<file path="src/rtl/chb_rotor_pkg.sv">
package chb_rotor_pkg;
  localparam int SEL_W = 8;

  typedef struct packed {
    logic             startPulse;
    logic             endPulse;
    logic             negative;
    logic [SEL_W-1:0] sel;
  } rotStrobe_t;
endpackage

</file>
<file path="src/rtl/chb_rotor_ctrl.sv">
module chb_rotor_ctrl
  import chb_rotor_pkg::*;
#(
  parameter int NUM_BRIDGES = 5,
  parameter int CNT_W       = 4
) (
  input  logic             clk,
  input  logic             rstN,
  input  logic             pulseActive,
  input  logic             pulseNeg,
  input  logic             halfCycle,
  input  logic [CNT_W-1:0] pulseCountReq,
  output rotStrobe_t       strobe,
  output logic [CNT_W-1:0] pulseCountOut,
  output logic             countAdjusted
);
  localparam int PW = (NUM_BRIDGES > 1) ? $clog2(NUM_BRIDGES) : 1;
  localparam logic [PW-1:0] LAST = PW'(NUM_BRIDGES - 1);

  logic          prevActive;
  logic [PW-1:0] ptr;
  logic          reqIsMultiple;
  logic [CNT_W-1:0] fixedCount;

  assign strobe.startPulse = pulseActive & ~prevActive;
  assign strobe.endPulse   = ~pulseActive & prevActive;
  assign strobe.negative   = pulseNeg;
  assign strobe.sel        = SEL_W'(ptr);

  // Rotation pointer: one step per new pulse, never cleared by the strobe.
  always_ff @(posedge clk) begin
    if (!rstN) begin
      prevActive <= 1'b0;
      ptr        <= '0;
    end else begin
      prevActive <= pulseActive;
      if (strobe.startPulse) ptr <= (ptr == LAST) ? '0 : ptr + 1'b1;
    end
  end

  // Pulse-count rule: keep the count off multiples of the bridge count.
  always_comb begin
    reqIsMultiple = ((int'(pulseCountReq) % NUM_BRIDGES) == 0);
    if (!reqIsMultiple)             fixedCount = pulseCountReq;
    else if (pulseCountReq == '1)   fixedCount = pulseCountReq - 1'b1;
    else                            fixedCount = pulseCountReq + 1'b1;
  end

  always_ff @(posedge clk) begin
    if (!rstN) begin
      pulseCountOut <= CNT_W'(1);
      countAdjusted <= 1'b0;
    end else if (halfCycle) begin
      pulseCountOut <= fixedCount;
      countAdjusted <= reqIsMultiple;
    end
  end

  assert_ptr_range_R3: assert property (@(posedge clk) disable iff (!rstN)
    int'(ptr) < NUM_BRIDGES);
  assert_ptr_moves_R3: assert property (@(posedge clk) disable iff (!rstN)
    strobe.startPulse |=> ptr != $past(ptr));
  assert_ptr_kept_R7: assert property (@(posedge clk) disable iff (!rstN)
    !strobe.startPulse |=> $stable(ptr));
  assert_count_legal_R9: assert property (@(posedge clk) disable iff (!rstN)
    (int'(pulseCountOut) % NUM_BRIDGES) != 0);
  assert_count_hold_R10: assert property (@(posedge clk) disable iff (!rstN)
    !halfCycle |=> $stable(pulseCountOut) && $stable(countAdjusted));
endmodule

</file>
<file path="src/rtl/chb_rotor_dp.sv">
module chb_rotor_dp
  import chb_rotor_pkg::*;
#(
  parameter int NUM_BRIDGES = 5,
  parameter int LVL_W       = 4
) (
  input  logic                     clk,
  input  logic                     rstN,
  input  rotStrobe_t               strobe,
  output logic [2*NUM_BRIDGES-1:0] bridgeCmd,
  output logic signed [LVL_W-1:0]  phaseLevel
);
  logic signed [1:0]      cmd [NUM_BRIDGES];
  logic [NUM_BRIDGES-1:0] nonZero;

  for (genvar i = 0; i < NUM_BRIDGES; i++) begin : g_bridge
    always_ff @(posedge clk) begin
      if (!rstN)
        cmd[i] <= 2'sd0;
      else if (strobe.startPulse && (int'(strobe.sel) == i))
        cmd[i] <= strobe.negative ? -2'sd1 : 2'sd1;
      else if (strobe.endPulse)
        cmd[i] <= 2'sd0;
    end
    assign bridgeCmd[2*i +: 2] = cmd[i];
    assign nonZero[i]          = (cmd[i] != 2'sd0);
  end

  always_comb begin
    phaseLevel = '0;
    for (int i = 0; i < NUM_BRIDGES; i++) phaseLevel = phaseLevel + LVL_W'(cmd[i]);
  end

  assert_one_bridge_R4: assert property (@(posedge clk) disable iff (!rstN)
    $onehot0(nonZero));
  assert_idle_after_end_R5: assert property (@(posedge clk) disable iff (!rstN)
    strobe.endPulse |=> phaseLevel == '0);
  assert_sign_held_R6: assert property (@(posedge clk) disable iff (!rstN)
    (!strobe.startPulse && !strobe.endPulse) |=> $stable(bridgeCmd));
endmodule

</file>
<file path="src/rtl/chb_rotor.sv">
module chb_rotor
  import chb_rotor_pkg::*;
#(
  parameter int NUM_BRIDGES = 5,
  parameter int CNT_W       = 4,
  localparam int LVL_W      = $clog2(NUM_BRIDGES + 1) + 1
) (
  input  logic                     clk,
  input  logic                     rstN,
  input  logic                     pulseActive,
  input  logic                     pulseNeg,
  input  logic                     halfCycle,
  input  logic [CNT_W-1:0]         pulseCountReq,
  output logic [2*NUM_BRIDGES-1:0] bridgeCmd,
  output logic signed [LVL_W-1:0]  phaseLevel,
  output logic [CNT_W-1:0]         pulseCountOut,
  output logic                     countAdjusted
);
  rotStrobe_t strobe;

  chb_rotor_ctrl #(.NUM_BRIDGES(NUM_BRIDGES), .CNT_W(CNT_W)) uCtrl (
    .clk(clk), .rstN(rstN), .pulseActive(pulseActive), .pulseNeg(pulseNeg),
    .halfCycle(halfCycle), .pulseCountReq(pulseCountReq), .strobe(strobe),
    .pulseCountOut(pulseCountOut), .countAdjusted(countAdjusted)
  );

  chb_rotor_dp #(.NUM_BRIDGES(NUM_BRIDGES), .LVL_W(LVL_W)) uDp (
    .clk(clk), .rstN(rstN), .strobe(strobe),
    .bridgeCmd(bridgeCmd), .phaseLevel(phaseLevel)
  );
endmodule

</file>
<file path="config.mk">
export PLATFORM = sky130hd
export DESIGN_NAME = chb_rotor
export DESIGN_NICKNAME = d
export VERILOG_FILES = /design/src/rtl/chb_rotor_pkg.sv /design/src/rtl/chb_rotor_ctrl.sv /design/src/rtl/chb_rotor_dp.sv /design/src/rtl/chb_rotor.sv
export SDC_FILE = /design/constraint.sdc
export NUM_CORES = 1
export LEC_CHECK = 0
export CAP_MARGIN = 20
export CORE_ASPECT_RATIO = 1.25
export CORE_MARGIN = 4
export CORE_UTILIZATION = 35
export DETAILED_ROUTE_END_ITERATION = 12
export HOLD_SLACK_MARGIN = 0.03
export PLACE_DENSITY_LB_ADDON = 0.1
export SLEW_MARGIN = 20
export SYNTH_ARGS = -nofsm -noshare
export SYNTH_HDL_FRONTEND = slang
export SYNTH_SLANG_ARGS = --single-unit
</file>
<file path="constraint.sdc">
create_clock -name clk -period 8.9 [get_ports clk]
set_input_delay 1.335 -clock clk [delete_from_list [all_inputs] [get_ports clk]]
set_output_delay 1.335 -clock clk [all_outputs]
set_load 0.05 [all_outputs]
</file>
==> results.cfg <==
[logic_synthesis]
synth_area_leaders = edfxtp_1, dfxtp_1, ha_1, fa_1, inv_1
avgSynthCellArea_sq_um = 9.99
syn_nets = 161
yosys_warnings = 0
yosysUniqueCellTypes = 31
ys_seq_area_share_pct = 36.4
ys_ff_latch = 19
synth.top_cell.area_share_pct = 22.8
postSynthCellCount = 132
synth_top_cell_by_area = edfxtp_1
syn_area_sq_um = 1320

[place]
dp_slack_ns = 3.66
place_area_sq_um = 1630
hpwl_mm = 2.12
placedCellCount = 197
port_buffers = 27
gp_congestion = 0.760

[setup_path]
worstPathRequired_ns = 7.57
cp-end-kind = output pin
cpMostUsedCell = fa_1
critPathMaxStageDelay_ns = 0.81
path_cells = fa_1 > fa_1 > inv_1 > fa_1 > inv_1 > ha_1 > inv_1 > fa_1 > xnor2_1 > xnor2_1 > xnor2_1 > clkdlybuf4s50_1
worst-path-buf-inv = 4
crit_type = flop to output pin
cp_max_fo = 2
cp_top_family = adder cells
slowest_stage = clkdlybuf4s50_1
cp.arrival_ns = 4.14
crit_path_start_kind = flop

[floorplanning]
rows = 24
die_area_sq_um = 4820
die_h_microns = 76.6
io_pins = 28
core_sq_um = 3570
start_util_pct = 36.9
die_width_microns = 62.9

[pwr]
finalPower_mw = 0.311
cellPowerDensity_nw_per_um2 = 185
power_leakage_nw = 0.705
ir_worst_vdd_v = 0.0000975

[routing]
num_vias = 1004
drtIter0Drc = 10
via_per_inst = 5.00
routed_wl_mm = 2.52
routedWlPerCell_microns = 12.5
ant_nets = 0
drc_errors = 0
firstDrtPassIters = 4

[layout]
drive_gt1_share_pct = 6.17
final-instance-count-excl-fill = 201
final_area_sq_um = 1680
fillers = 345
final_nets = 192
final_util_pct = 47.0
diodes = 0
final_cell_mix = clkdlybuf4s50_1, inv_1, nor2_1, ha_1, nand2_1
final_common_cell = clkdlybuf4s50_1
area_growth_pct = 27.3

[run_status]
status = completed

[global_routing]
grt_pass1_wl_mm = 4.33
grt_max_degree = 12
grt_pass1_vias = 1041
track_usage_pct = 11.1
grt.overflow.total = 0
antenna_found_initial = 0

[cts]
cts-resized-gates = 0
path_clk_slew_ns = 0.07
insertion_delay_ns = 0.25
cts_tree = done
htreeDepth = 1
cts_buffer_depth = 2
ctsHoldBuffers = 0
cts_buffers = 3
cts_setup_buffers = 0
clock-sinks = 19
cts-root-buf = clkbuf_8

[sta]
final-setup-viol-count = 0
hold_violations = 0
maxClockFrequency_mhz = 183
layout_setup_ws_ns = 3.42
rsz0062_at_grt = no
fin_skew_ns = 0.00365
tightest_slew_ns = 0.523
hold_ws_ns = 0.469
fin_tns_setup_ns = 0
report.final.slew_viol_count = 0
period_minus_slack_ns = 5.48
fin_crit_sh_pct = 61.5
maxSlewHeadroom_pct = 64.8

[min_path]
hp-class = flop to flop

[job]
maxCapViolCount = 0
-- where the power goes --
group,internal [mW],switching (mW)
Clock,0.0311,0.0287
Combinational,0.0534,0.0958
Sequential,0.0979,0.00418
Total,0.182,0.129
-- worst reg2reg max path, stage by stage, from the launching register on --
cell and delay [ns]:
dfxtp_1 0.32, nor2_1 0.29, nand2_1 0.22, o21ai_0 0.31
-- area by class of cell --
type | count | area, sq um | share of cell area (%)
clock inverter | 1 | 5.00 | 0.298
sequential | 19 | 480 | 28.6
clock buffer | 3 | 41.3 | 2.46
tap | 39 | 48.8 | 2.91
multi-input combinational | 93 | 762 | 45.4
timing repair buffer | 27 | 270 | 16.1
inverter | 19 | 71.3 | 4.25
-- Yosys cell counts --
| library cell | count |
|---|---|
| inv_1 | 19 |
| ha_1 | 13 |
| nor2_1 | 13 |
| nand2_1 | 11 |
| edfxtp_1 | 10 |
| dfxtp_1 | 9 |
| a21oi_1 | 8 |
| fa_1 | 7 |
| o21ai_0 | 6 |
| nand3_1 | 4 |
| xnor2_1 | 4 |
| nor3_1 | 3 |
| nor4_1 | 3 |
| a211o_1 | 2 |
| a211oi_1 | 2 |
| and2_1 | 2 |
| xor2_1 | 2 |
| a21o_1 | 1 |
| a311oi_1 | 1 |
| a31o_2 | 1 |
| buf_2 | 1 |
| nand2b_1 | 1 |
| nand4b_4 | 1 |
| nand4bb_2 | 1 |
| nor2_2 | 1 |
| nor4b_2 | 1 |
| o22ai_1 | 1 |
| o31ai_1 | 1 |
| o41ai_4 | 1 |
| or3_1 | 1 |
| or4_1 | 1 |
-- path summary, 6_finish.rpt --
| path | depth (start not counted) | startpoint | endpoint | slack (ns) |
|---|---|---|---|---|
| worst min-delay path | 2 | uCtrl.pulseCountOut[2]$_SDFFE_PN0P_ | uCtrl.pulseCountOut[2]$_SDFFE_PN0P_ | 0.47 |
| worst max-delay path | 12 | uDp.cmd[2][1]$_SDFFCE_PP0P_ | phaseLevel[3] | 3.42 |
| worst min register to register | 2 | uCtrl.pulseCountOut[2]$_SDFFE_PN0P_ | uCtrl.pulseCountOut[2]$_SDFFE_PN0P_ | 0.47 |
| worst max register to register | 3 | uCtrl.prevActive$_SDFF_PN0_ | uDp.cmd[4][0]$_SDFFCE_PN0P_ | 7.44 |
-- cell families (layout without fill, tap and decap cells) --
| logic type | Yosys count | after routing | share of synthesized area [%] |
|---|---|---|---|
| buf+inv | 20 | 50 | 5.79 |
| xor+xnor | 6 | 6 | 3.98 |
| compound gates | 24 | 24 | 12.8 |
| fa+ha+maj | 20 | 20 | 23.0 |
| simple gates | 43 | 43 | 18.0 |
| flops | 19 | 19 | 36.4 |
-- flip-flops by register name, summed over array words and instances (netlist names) --
| register | count |
|---|---|
| uCtrl.ptr | 3 |
| uCtrl.pulseCountOut | 4 |
| uDp.cmd | 10 |
| uCtrl.prevActive | 1 |
| uCtrl.countAdjusted | 1 |
-- per-layer routing --
| metal | GRT usage (%) | routed length [microns] | up-vias |
|---|---|---|---|
| li1 | - | - | 515 |
| met1 | 12.8 | 1090 | 465 |
| met2 | 19.2 | 1300 | 22 |
| met3 | 2.51 | 108 | 2 |
| met4 | 5.08 | 17 | 0 |
| met5 | 0 | 0 | - |
Power figures use the tool's default switching activity.
